==> src/rtl/lcdi_pkg.sv <==
package lcdi_pkg;

    typedef enum logic {
        BANK_BASE = 1'b0,
        BANK_EXT  = 1'b1
    } bank_e;

    typedef enum logic [3:0] {
        OP_NOP,
        OP_CLEAR,
        OP_HOME,
        OP_ENTRY,
        OP_DISP,
        OP_SHIFT,
        OP_FUNC,
        OP_CGADR,
        OP_DDADR
    } op_e;

endpackage

==> src/rtl/lcdi_opclass.sv <==
module lcdi_opclass
    import lcdi_pkg::*;
#(
    parameter int W = 8
) (
    input  logic [W-1:0] insn,
    output op_e          op
);
    localparam int IW = $clog2(W);

    logic [IW-1:0] msb;
    logic          any;

    // highest set bit wins
    always_comb begin
        msb = '0;
        any = 1'b0;
        for (int i = 0; i < W; i++) begin
            if (insn[i]) begin
                msb = IW'(i);
                any = 1'b1;
            end
        end
    end

    always_comb begin
        op = OP_NOP;
        if (any) begin
            case (int'(msb))
                W-1:     op = OP_DDADR;
                W-2:     op = OP_CGADR;
                W-3:     op = OP_FUNC;
                W-4:     op = OP_SHIFT;
                W-5:     op = OP_DISP;
                W-6:     op = OP_ENTRY;
                W-7:     op = OP_HOME;
                W-8:     op = OP_CLEAR;
                default: op = OP_NOP;
            endcase
        end
    end
endmodule

==> src/rtl/lcdi_bank_fsm.sv <==
module lcdi_bank_fsm
    import lcdi_pkg::*;
(
    input  logic clk,
    input  logic rst_n,
    input  logic func_wr,
    input  logic bank_bit,
    output logic ext_en
);
    bank_e state, state_nx;

    always_comb begin
        state_nx = state;
        unique case (state)
            BANK_BASE: if (func_wr && bank_bit)  state_nx = BANK_EXT;   // OPEN
            BANK_EXT:  if (func_wr && !bank_bit) state_nx = BANK_BASE;  // CLOSE
        endcase
    end

    always_ff @(posedge clk or negedge rst_n) begin
        if (!rst_n) state <= BANK_BASE;
        else        state <= state_nx;
    end

    always_comb begin
        unique case (state)
            BANK_BASE: ext_en = 1'b0;
            BANK_EXT:  ext_en = 1'b1;
        endcase
    end

    AST_BANK_OPEN: assert property (@(posedge clk) disable iff (!rst_n)
        (func_wr && bank_bit) |=> ext_en);
    AST_BANK_KEEP: assert property (@(posedge clk) disable iff (!rst_n)
        !func_wr |=> $stable(ext_en));
endmodule

==> src/rtl/lcdi_clkdiv.sv <==
module lcdi_clkdiv #(
    parameter int DIV_W      = 3,
    parameter int DIV_SINGLE = 4,
    parameter int DIV_MULTI  = 2
) (
    input  logic             lp_bit,
    input  logic             ext_drv,
    input  logic             two_line,
    input  logic             four_line,
    output logic             lp_active,
    output logic [DIV_W-1:0] div_ratio
);
    always_comb begin
        lp_active = lp_bit && !ext_drv;
        if (!lp_active)                 div_ratio = DIV_W'(1);
        else if (two_line || four_line) div_ratio = DIV_W'(DIV_MULTI);
        else                            div_ratio = DIV_W'(DIV_SINGLE);
    end
endmodule

==> src/rtl/lcdi_modereg.sv <==
module lcdi_modereg
    import lcdi_pkg::*;
#(
    parameter int DD_AW  = 7,
    parameter int CG_AW  = 6,
    parameter int SEG_AW = 4,
    parameter int HS_W   = 3
) (
    input  logic             clk,
    input  logic             rst_n,
    input  logic             acc,
    input  op_e              op,
    input  logic [DD_AW-1:0] insn,
    input  logic             ext_en,
    input  logic             lp_active,
    output logic             bus8,
    output logic             two_line,
    output logic             four_line,
    output logic             wide_font,
    output logic             blink_en,
    output logic             lp_bit,
    output logic             disp_on,
    output logic             cur_on,
    output logic             cur_blink,
    output logic             entry_inc,
    output logic             entry_shift,
    output logic             func_stb,
    output logic             clear_stb,
    output logic             home_stb,
    output logic             shift_stb,
    output logic             shift_disp,
    output logic             shift_right,
    output logic             ld_dd,
    output logic             ld_cg,
    output logic             ld_seg,
    output logic [DD_AW-1:0] ac_val,
    output logic [HS_W-1:0]  hs_field
);
    always_ff @(posedge clk or negedge rst_n) begin
        if (!rst_n) begin
            bus8 <= 1'b0;      two_line <= 1'b0;    four_line <= 1'b0;
            wide_font <= 1'b0; blink_en <= 1'b0;    lp_bit <= 1'b0;
            disp_on <= 1'b0;   cur_on <= 1'b0;      cur_blink <= 1'b0;
            entry_inc <= 1'b0; entry_shift <= 1'b0;
            func_stb <= 1'b0;  clear_stb <= 1'b0;   home_stb <= 1'b0;
            shift_stb <= 1'b0; shift_disp <= 1'b0;  shift_right <= 1'b0;
            ld_dd <= 1'b0;     ld_cg <= 1'b0;       ld_seg <= 1'b0;
            ac_val <= '0;      hs_field <= '0;
        end else begin
            func_stb  <= 1'b0;
            clear_stb <= 1'b0;
            home_stb  <= 1'b0;
            shift_stb <= 1'b0;
            ld_dd     <= 1'b0;
            ld_cg     <= 1'b0;
            ld_seg    <= 1'b0;
            if (acc) begin
                unique case (op)
                    OP_CLEAR: clear_stb <= 1'b1;
                    OP_HOME:  home_stb  <= 1'b1;
                    OP_ENTRY: if (!ext_en) begin
                        entry_inc   <= insn[1];
                        entry_shift <= insn[0];
                    end
                    OP_DISP: if (ext_en) begin
                        wide_font <= insn[2];
                        four_line <= insn[0];
                    end else begin
                        disp_on   <= insn[2];
                        cur_on    <= insn[1];
                        cur_blink <= insn[0];
                    end
                    OP_SHIFT: if (!(insn[3] && lp_active)) begin
                        shift_stb   <= 1'b1;
                        shift_disp  <= insn[3];
                        shift_right <= insn[2];
                    end
                    OP_FUNC: begin
                        func_stb <= 1'b1;
                        bus8     <= insn[4];
                        two_line <= insn[3];
                        if (ext_en) begin
                            blink_en <= insn[1];
                            lp_bit   <= insn[0];
                        end
                    end
                    OP_CGADR: if (!ext_en) begin
                        ld_cg  <= 1'b1;
                        ac_val <= DD_AW'(insn[CG_AW-1:0]);
                    end
                    OP_DDADR: if (ext_en) begin
                        ld_seg   <= 1'b1;
                        ac_val   <= DD_AW'(insn[SEG_AW-1:0]);
                        hs_field <= insn[SEG_AW+HS_W-1:SEG_AW];
                    end else begin
                        ld_dd  <= 1'b1;
                        ac_val <= insn;
                    end
                    default: ;
                endcase
            end
        end
    end

    AST_BANK_HOLD: assert property (@(posedge clk) disable iff (!rst_n)
        !ext_en |=> ($stable(blink_en) && $stable(lp_bit)));
    AST_CG_BASE: assert property (@(posedge clk) disable iff (!rst_n)
        ld_cg |-> !$past(ext_en));
    AST_SEG_EXT: assert property (@(posedge clk) disable iff (!rst_n)
        ld_seg |-> $past(ext_en));
endmodule

==> src/rtl/lcdi_decoder.sv <==
module lcdi_decoder
    import lcdi_pkg::*;
#(
    parameter int DD_AW  = 7,
    parameter int CG_AW  = 6,
    parameter int SEG_AW = 4,
    parameter int HS_W   = 3,
    parameter int DIV_W  = 3
) (
    input  logic             clk,
    input  logic             rst_n,
    input  logic             wr_stb,
    input  logic             rs,
    input  logic [DD_AW:0]   din,
    input  logic             ext_drv,
    output logic             ext_en,
    output logic             bus8,
    output logic             two_line,
    output logic             four_line,
    output logic             wide_font,
    output logic             blink_en,
    output logic             lp_bit,
    output logic             lp_active,
    output logic [DIV_W-1:0] div_ratio,
    output logic             disp_on,
    output logic             cur_on,
    output logic             cur_blink,
    output logic             entry_inc,
    output logic             entry_shift,
    output logic             func_stb,
    output logic             clear_stb,
    output logic             home_stb,
    output logic             shift_stb,
    output logic             shift_disp,
    output logic             shift_right,
    output logic             ld_dd,
    output logic             ld_cg,
    output logic             ld_seg,
    output logic [DD_AW-1:0] ac_val,
    output logic [HS_W-1:0]  hs_field
);
    localparam int INSN_W = DD_AW + 1;

    op_e  op;
    logic acc;

    assign acc = wr_stb && !rs;

    lcdi_opclass #(.W(INSN_W)) u_cls (
        .insn (din),
        .op   (op)
    );

    lcdi_bank_fsm u_bank (
        .clk      (clk),
        .rst_n    (rst_n),
        .func_wr  (acc && (op == OP_FUNC)),
        .bank_bit (din[2]),
        .ext_en   (ext_en)
    );

    lcdi_clkdiv #(.DIV_W(DIV_W)) u_div (
        .lp_bit    (lp_bit),
        .ext_drv   (ext_drv),
        .two_line  (two_line),
        .four_line (four_line),
        .lp_active (lp_active),
        .div_ratio (div_ratio)
    );

    lcdi_modereg #(
        .DD_AW(DD_AW), .CG_AW(CG_AW), .SEG_AW(SEG_AW), .HS_W(HS_W)
    ) u_regs (
        .clk         (clk),
        .rst_n       (rst_n),
        .acc         (acc),
        .op          (op),
        .insn        (din[DD_AW-1:0]),
        .ext_en      (ext_en),
        .lp_active   (lp_active),
        .bus8        (bus8),
        .two_line    (two_line),
        .four_line   (four_line),
        .wide_font   (wide_font),
        .blink_en    (blink_en),
        .lp_bit      (lp_bit),
        .disp_on     (disp_on),
        .cur_on      (cur_on),
        .cur_blink   (cur_blink),
        .entry_inc   (entry_inc),
        .entry_shift (entry_shift),
        .func_stb    (func_stb),
        .clear_stb   (clear_stb),
        .home_stb    (home_stb),
        .shift_stb   (shift_stb),
        .shift_disp  (shift_disp),
        .shift_right (shift_right),
        .ld_dd       (ld_dd),
        .ld_cg       (ld_cg),
        .ld_seg      (ld_seg),
        .ac_val      (ac_val),
        .hs_field    (hs_field)
    );

    AST_RS_QUIET: assert property (@(posedge clk) disable iff (!rst_n)
        (wr_stb && rs) |=> !(func_stb || clear_stb || home_stb || shift_stb
                             || ld_dd || ld_cg || ld_seg));
    AST_EXTDRV_FULL: assert property (@(posedge clk) disable iff (!rst_n)
        ext_drv |-> (div_ratio == DIV_W'(1)));
endmodule

==> config.mk <==
export PLATFORM = sky130hd
export DESIGN_NAME = lcdi_decoder
export DESIGN_NICKNAME = d
export VERILOG_FILES = /design/src/rtl/lcdi_pkg.sv /design/src/rtl/lcdi_opclass.sv /design/src/rtl/lcdi_bank_fsm.sv /design/src/rtl/lcdi_clkdiv.sv /design/src/rtl/lcdi_modereg.sv /design/src/rtl/lcdi_decoder.sv
export SDC_FILE = /design/constraint.sdc
export NUM_CORES = 1
export LEC_CHECK = 0
export BUFFER_PORTS_ARGS = -buffer_cell sky130_fd_sc_hd__buf_2
export CORE_MARGIN = 2
export CORE_UTILIZATION = 47
export DETAILED_ROUTE_END_ITERATION = 8
export PLACE_DENSITY = 0.82
export SYNTH_ARGS = -nofsm -noshare
export SYNTH_HDL_FRONTEND = slang
export SYNTH_SLANG_ARGS = --single-unit
==> constraint.sdc <==
create_clock -name clk -period 2.8 [get_ports clk]
set_input_delay 0.14 -clock clk [delete_from_list [all_inputs] [get_ports clk]]
set_output_delay 0.14 -clock clk [all_outputs]
set_load 0.05 [all_outputs]
==> results of run 1 <==
[cell type report]
class | count | area (um^2) | share of cell area
Clock buffer | 6 | 41.3 | 0.0232
Clock inverter | 2 | 12.5 | 0.00704
Inverter | 8 | 30.0 | 0.0169
Multi-Input combinational cell | 77 | 624 | 0.351
Sequential cell | 31 | 776 | 0.436
Tap cell | 33 | 41.3 | 0.0232
Timing Repair Buffer | 49 | 253 | 0.142
[cells by family (layout without fill, tap and decap cells)]
group / count (synthesis) / count (layout) / synth area share
compound gates: 13 / 13 / 0.0847
fa+ha+maj: 2 / 2 / 0.0174
buf+inv: 9 / 65 / 0.0236
flops: 31 / 31 / 0.541
mux: 22 / 22 / 0.171
simple gates: 40 / 40 / 0.162
[synthesized netlist by cell type]
cell | number | area share
o21a_1 | 1 | 0.0052
and4b_1 | 1 | 0.0070
nor4_4 | 1 | 0.015
o32ai_1 | 1 | 0.0061
nand4_1 | 1 | 0.0044
nor4b_1 | 1 | 0.0061
o31ai_1 | 1 | 0.0052
o41ai_4 | 1 | 0.019
clkbuf_1 | 1 | 0.0026
nand2b_1 | 1 | 0.0044
and3b_2 | 1 | 0.0070
a21o_1 | 1 | 0.0052
nor4_1 | 6 | 0.026
or4_4 | 1 | 0.0079
dfrtp_1 | 31 | 0.54
nand2_1 | 8 | 0.021
a31oi_4 | 1 | 0.015
a2bb2oi_1 | 1 | 0.0061
nand3_1 | 1 | 0.0035
mux2_2 | 20 | 0.16
a21oi_1 | 2 | 0.0070
nor2b_1 | 3 | 0.013
nor3_1 | 3 | 0.010
or2_2 | 1 | 0.0044
o21ai_0 | 3 | 0.010
ha_1 | 2 | 0.017
mux2i_1 | 2 | 0.014
nand4b_1 | 1 | 0.0061
inv_1 | 8 | 0.021
nor2_1 | 10 | 0.026
o211ai_1 | 1 | 0.0052
[path summary, 6_finish.rpt]
path / endpoint / startpoint / cells after the start
worst max-delay path: flip-flop / din[1] / 10
worst min-delay path: u_regs.shift_disp / din[3] / 3
worst max register to register: u_regs.four_line / flip-flop / 3
worst min register to register: u_regs.disp_on / u_regs.disp_on / 1
max in group asynchronous: u_regs.bus8 / rst_n / 2
min in group asynchronous: u_regs.home_stb / rst_n / 2
[state kept, by name, summed over array words and instances, names as in the netlist, named ones only]
signal,count
u_regs.bus8,1
u_regs.blink_en,1
u_regs.wide_font,1
u_regs.clear_stb,1
u_regs.ld_dd,1
u_regs.entry_inc,1
u_regs.disp_on,1
u_regs.two_line,1
u_regs.shift_stb,1
u_regs.entry_shift,1
u_regs.ld_cg,1
u_regs.shift_right,1
u_regs.ac_val,7
u_regs.hs_field,3
u_regs.shift_disp,1
u_regs.func_stb,1
u_regs.ld_seg,1
u_regs.cur_blink,1
u_regs.lp_bit,1
u_regs.cur_on,1
u_regs.home_stb,1
u_regs.four_line,1
[timing repair]
item,4_1_cts,5_1_grt
endpoints found under the hold margin,31,0
setup endpoints to repair,0,0
hold buffers,1,0
[per-stage QoR]
stage | hold WS, ns | std cells | setup slack (ns) | area [um^2]
floorplan | -0.156 | 117 | 0.362 | 1430
global placement | 0.190 | 197 | 0.308 | 1710
detailed placement | 0.216 | 197 | 0.198 | 1710
CTS | 0.0998 | 206 | 0.552 | 1780
global route | 0.120 | 206 | 0.381 | 1780
finish | 0.119 | 206 | 0.508 | 1780
[metal layers]
metal | global-route usage | share of wire | routed length, um
met1 | 0.258 | 0.43 | 1350
met2 | 0.327 | 0.48 | 1500
met3 | 0.0546 | 0.071 | 221
met4 | 0.101 | 0.018 | 56
met5 | 0 | 0 | 0
[critical path, delay by kind of cell]
family	cells	cell delay (ns)
adders and majority gates	1	0.28
AOI/OAI and AO/OA	2	0.35
muxes	1	0.32
and+or+nand+nor	4	1.09
buffers and inverters	2	0.34
[report_power, final]
part / internal (mW) / total (mW) / switching [mW]
logic: 0.171 / 0.696 / 0.525
clock network: 0.0967 / 0.255 / 0.158
registers: 0.551 / 0.618 / 0.0672
total: 0.819 / 1.57 / 0.750
==> results.rst, run 1 <==
.. list-table::
   :header-rows: 1

   * - Metric
     - Value
   * - Largest net degree at the start of global routing
     - 32
   * - Overall routing resource usage
     - 0.205
   * - Remaining global-route overflow
     - 0
   * - Final Power
     - 1.57 mW
   * - Die footprint
     - 0.00351 mm^2
   * - H-tree levels
     - 2
   * - Clock sink total
     - 31
   * - Library cell appearing most often on the critical path
     - nor3_1
   * - Power per Cell Area
     - 882 mW/mm^2
   * - CTS Root Cell
     - clkbuf_4
   * - Register bit count reported by yosys
     - 31
   * - DRC violation total after the first TritonRoute iteration
     - 21
   * - Resized Gates After CTS
     - 0
   * - Critical path endpoint category
     - flip-flop
   * - Finished Core Util
     - 0.597
   * - Total number of placement rows
     - 20
   * - Ordered cell list for the critical path
     - buf_2 -> nor2b_1 -> o21ai_0 -> nand2_1 -> ha_1 -> nor3_1 -> a31oi_4 -> nor3_1 -> buf_4 -> mux2_2
   * - Part of the cycle the worst path needs
     - 0.819
   * - Setup repair bufs after CTS
     - 0
   * - Largest fanout of any net on the critical path
     - 9
   * - Count of boundary I/O pins
     - 48
   * - Normalized max-slew margin
     - 0.556
   * - Number of detailed-route iterations in the first pass
     - 4
   * - Total detailed-routing wirelength
     - 3130 um
   * - Total core area
     - 0.00298 mm^2
   * - Ratio of cells with drive above 1 in the final layout
     - 0.468
   * - DRC violation count after routing
     - 0
   * - Clock tree from TritonCTS
     - yes
   * - Critical path required time
     - 3.02 ns
   * - Number of diodes added for antenna fixing
     - 0
   * - Warnings, synthesis
     - 0
   * - Final RePlAce weighted congestion
     - 0.870
   * - Sequential-to-total area share from yosys stat
     - 0.541
   * - Unrepaired setup endpoints after global routing
     - false
   * - Clock latency on the worst-skew pair
     - 0.34 ns
   * - Number of nets in the layout
     - 187
   * - Accumulated negative setup slack
     - 0 ns
   * - Half-perimeter wire length of the detailed placement result
     - 2410 um
   * - Number of antenna violations at the first check in global routing
     - 0
   * - Slowest cell on the critical path
     - nor3_1
   * - Crit start category
     - primary input
   * - Setup slack on the worst flop-to-flop path
     - 1.10 ns
   * - Classification of the worst-slack hold path
     - primary input to flip-flop
   * - Post-Syn Area per Cell
     - 12.3 um^2
   * - VDD IR-drop max
     - 570 uV
   * - Measured slew at the worst slew-check pin
     - 0.666 ns
   * - DRT antenna net count
     - 0
   * - Tmin final
     - 2.29 ns
   * - Number of buffers added by the clock tree synthesis step
     - 5
   * - Most frequent cells in the layout
     - buf_2, dfrtp_1, mux2_2, nor2_1
   * - Kind of critical path
     - primary input to flip-flop
   * - Count of vias placed by the detailed router
     - 1140
   * - Slew Limit Fails
     - 0
   * - Distinct cells, synth
     - 31
   * - Number of buffers inserted by port buffering
     - 47
   * - Mapped Nets
     - 132
   * - Static leakage power
     - 0.938 nW
   * - Gate Count Post-Synth
     - 117
   * - Vias/cell
     - 5.53
   * - Maximum root-to-sink buffer count
     - 2
   * - Clock slew seen by the registers of the worst setup and hold paths
     - 0.11 ns
   * - Starting density of the core
     - 0.482
   * - First-pass GRT wire length
     - 5290 um
   * - Number of setup violations in the final report
     - 0
   * - Maximum clock frequency
     - 436 MHz
   * - Result of the run
     - completed
   * - Crit path DAT
     - 2.51 ns
   * - Count of filler cells inserted in the layout
     - 263
   * - Die span in x
     - 59.2 um
   * - Vertical die dimension
     - 59.2 um
   * - Most common cell after layout, fill and taps aside
     - buf_2
   * - CP peak stage delay
     - 0.45 ns
   * - Final number of hold-violating endpoints
     - 0
   * - Routed length per instance
     - 15.2 um
   * - Post-synthesis instance area
     - 0.00143 mm^2
   * - Maximum Capacitance Violations
     - 0
   * - Final clock skew
     - 0.0137 ns
   * - Number of global-route vias before repair
     - 1162
   * - Area Growth Syn to Fin
     - 24.0%
Note: power is estimated with default switching activity, not from simulation.
==> run 2: changes to the inputs <==
--- a/config.mk
+++ b/config.mk
@@ -5,9 +5,10 @@
 export SDC_FILE = /design/constraint.sdc
 export NUM_CORES = 1
 export LEC_CHECK = 0
+export ABC_AREA = 1
 export BUFFER_PORTS_ARGS = -buffer_cell sky130_fd_sc_hd__buf_2
 export CORE_MARGIN = 2
-export CORE_UTILIZATION = 47
+export CORE_UTILIZATION = 46
 export DETAILED_ROUTE_END_ITERATION = 8
 export PLACE_DENSITY = 0.82
 export SYNTH_ARGS = -nofsm -noshare
==> constraint.sdc (replaced) <==
create_clock -name clk -period 1.9 [get_ports clk]
set_input_delay 0.095 -clock clk [delete_from_list [all_inputs] [get_ports clk]]
set_output_delay 0.095 -clock clk [all_outputs]
set_load 0.05 [all_outputs]
==> results.rst, run 2 <==
.. list-table::
   :header-rows: 1

   * - Metric
     - Value
   * - Half-perimeter wire length of the detailed placement result
     - 2920 um
   * - Clock latency on the worst-skew pair
     - 0.28 ns
   * - Classification of the worst-slack hold path
     - primary input to flip-flop
   * - Count of vias placed by the detailed router
     - 1410
   * - Maximum root-to-sink buffer count
     - 2
   * - Vertical die dimension
     - 64.6 um
   * - Unrepaired setup endpoints after global routing
     - false
   * - CP peak stage delay
     - 0.28 ns
   * - Top cell type by total area after synthesis
     - dfrtp_1
   * - Maximum Capacitance Violations
     - 0
   * - Most instantiated library cell after synthesis
     - nand2_1
   * - Number of enable-type register cells in the synthesized netlist
     - 0
   * - Predominant post-synthesis flop cell
     - dfrtp_1
   * - Number of buffers inserted by port buffering
     - 47
   * - DRT antenna net count
     - 0
   * - Clock sink total
     - 31
   * - Most flop-heavy register
     - u_regs.ac_val
   * - Warnings, synthesis
     - 0
   * - Share of the synthesized area in the top cell type
     - 0.459
   * - Ordered cell list for the critical path
     - buf_2 -> inv_1 -> nand2_1 -> nand2_1 -> nand2_2 -> nand2_4 -> nand2_2 -> ha_1 -> inv_1 -> nor2_4 -> nand3_4 -> inv_2 -> nand2_2 -> nand2_4 -> nand3_4 -> nand2_1 -> nand2_1
   * - Part of the cycle the worst path needs
     - 0.883
   * - Flip-flop count of the largest register after layout
     - 7
   * - Post-Syn Area per Cell
     - 9.49 um^2
   * - CTS Root Cell
     - clkbuf_8
   * - Count of boundary I/O pins
     - 48
   * - Result of the run
     - completed
   * - Number of diodes added for antenna fixing
     - 0
   * - Ratio of cells with drive above 1 in the final layout
     - 0.456
   * - Final number of hold-violating endpoints
     - 0
   * - Setup slack on the worst flop-to-flop path
     - 0.64 ns
   * - Number of buffers added by the clock tree synthesis step
     - 5
   * - Crit path DAT
     - 1.85 ns
   * - DRC violation count after routing
     - 0
   * - VDD IR-drop max
     - 446 uV
   * - Setup repair bufs after CTS
     - 0
   * - Kind of critical path
     - primary input to flip-flop
   * - Final RePlAce weighted congestion
     - 0.892
   * - Routed length per instance
     - 12.7 um
   * - Overall routing resource usage
     - 0.199
   * - Normalized max-slew margin
     - 0.536
   * - Starting density of the core
     - 0.468
   * - Ranking of synthesized cells by area
     - dfrtp_1, nand2_1, nand3_4
   * - Distinct cells, synth
     - 26
   * - FFs w/ async S/R, synth
     - 1.00
   * - Mapped Nets
     - 193
   * - Resized Gates After CTS
     - 0
   * - Number of setup violations in the final report
     - 0
   * - Slowest cell on the critical path
     - ha_1
   * - Final clock skew
     - 0.00245 ns
   * - Total core area
     - 0.00361 mm^2
   * - Worst hold endpoint
     - u_regs.lp_bit
   * - Measured slew at the worst slew-check pin
     - 0.695 ns
   * - Maximum clock frequency
     - 596 MHz
   * - Most frequent cells in the layout
     - buf_2, nand2_1, dfrtp_1, inv_1, o21ai_1
   * - Vias/cell
     - 4.91
   * - Number of cells in the finished layout apart from fillers
     - 287
   * - Placed Instances
     - 279
   * - Power per Cell Area
     - 1230 mW/mm^2
   * - Critical path endpoint category
     - flip-flop
   * - Static leakage power
     - 1.16 nW
   * - Final Worst Setup Slack
     - 0.221 ns
   * - Area Growth Syn to Fin
     - 26.8%
   * - Slew Limit Fails
     - 0
   * - Largest registers ranked by flip-flop count
     - u_regs.ac_val: 7 flops, u_regs.hs_field: 3 flops
   * - Sequential-to-total area share from yosys stat
     - 0.459
   * - Library cell appearing most often on the critical path
     - nand2_1
   * - Clock tree from TritonCTS
     - yes
   * - Register bit count reported by yosys
     - 31
   * - Cell types with the highest counts after synthesis
     - nand2_1, dfrtp_1, inv_1
   * - DRC violation total after the first TritonRoute iteration
     - 77
   * - Number of antenna violations at the first check in global routing
     - 0
   * - Tmin final
     - 1.68 ns
   * - First-pass GRT wire length
     - 6220 um
   * - Post-placement setup slack
     - -0.0493 ns
   * - Largest net degree at the start of global routing
     - 32
   * - Most common cell after layout, fill and taps aside
     - buf_2
   * - Number of detailed-route iterations in the first pass
     - 4
   * - H-tree levels
     - 2
   * - Min-delay src
     - din[0]
   * - Worst hold path depth
     - 3
   * - Accumulated negative setup slack
     - 0 ns
   * - Number of global-route vias before repair
     - 1401
   * - Gate Count Post-Synth
     - 178
   * - Reg2reg path depth
     - 6
   * - Crit start category
     - primary input
   * - Crit Reg-Reg Endpoint
     - u_regs.entry_inc
   * - Remaining global-route overflow
     - 0
   * - Die footprint
     - 0.00417 mm^2
   * - Die span in x
     - 64.6 um
   * - Post-synthesis instance area
     - 0.00169 mm^2
   * - Number of nets in the layout
     - 254
   * - Count of filler cells inserted in the layout
     - 316
   * - Largest fanout of any net on the critical path
     - 7
   * - Critical path required time
     - 2.07 ns
   * - Total number of placement rows
     - 22
   * - Clock slew seen by the registers of the worst setup and hold paths
     - 0.06 ns
   * - Total detailed-routing wirelength
     - 3660 um
run 2: cell types whose count changed in the layout (fill, tap and decap cells not counted), moves of 6 or more:
cell	change
o21ai_1	+10
mux2_2	-20
nor4_1	-6
nor2_4	+8
nand3_1	+7
nand2_2	+8
inv_2	+8
nand3_4	+7
nand2_1	+35
buf_4	+6
run 2: worst max path at each step:
stage	startpoint	to	slack, ns	depth (start not counted)
finish	din[3]	u_regs.ac_val[0]	0.22	17
global route	din[2]	u_regs.ac_val[2]	0.12	18
CTS	din[3]	u_regs.ac_val[0]	0.24	17
detailed placement	din[3]	u_regs.ac_val[0]	-0.05	17
global placement	din[3]	u_regs.ac_val[4]	0.02	17
floorplan	u_regs.lp_bit	div_ratio[1]	-0.04	4
run 2: logic make-up (layout without fill, tap and decap cells):
| group | count (synthesis) | in the layout | synth area share |
|---|---|---|---|
| AND/OR/NAND/NOR | 100 | 100 | 0.392 |
| adder cells (fa/ha/maj) | 2 | 2 | 0.0148 |
| AO/OA/AOI/OAI | 20 | 20 | 0.0704 |
| buffers and inverters | 25 | 86 | 0.0637 |
| flip-flops | 31 | 31 | 0.459 |
run 2: cell type report:
| type | instances | area (um^2) | area share |
|---|---|---|---|
| Timing Repair Buffer | 55 | 298 | 0.139 |
| Sequential cell | 31 | 777 | 0.363 |
| Tap cell | 48 | 60.1 | 0.0280 |
| Clock buffer | 7 | 76.3 | 0.0356 |
| Multi-Input combinational cell | 122 | 831 | 0.388 |
| Inverter | 24 | 100 | 0.0467 |
run 2: per-layer routing:
layer	GRT usage	share of wire	vias to the layer above
met4	0.0851	0.021	0
li1	-	-	688
met1	0.229	0.40	676
met2	0.353	0.53	41
met5	0	0	-
met3	0.0486	0.045	5
run 2: timing repair:
item                                   CTS  global route
endpoints found under the hold margin   31             0
setup endpoints to repair                0             0
hold buffers                             1             0
run 2: power by group:
group          internal (mW)  switching [mW]
registers              0.818          0.0932
logic                  0.288           0.968
clock network          0.251           0.222
run 2: critical path, delay by kind of cell:
family	cells	cell delay [ns]
adders and majority gates	1	0.28
buffers and inverters	4	0.37
and+or+nand+nor	12	1.09
run 2: stage by stage:
step                hold WS, ns  instance area [um^2]  utilization  power (mW)
CTS                      0.0952                  2140        0.594        2.65
floorplan                -0.201                  1720            -        1.89
finish                   0.0928                  2140        0.594        2.64
global placement          0.171                  2060        0.570        2.16
global route              0.113                  2140        0.594        2.78
detailed placement        0.170                  2060        0.570        2.18
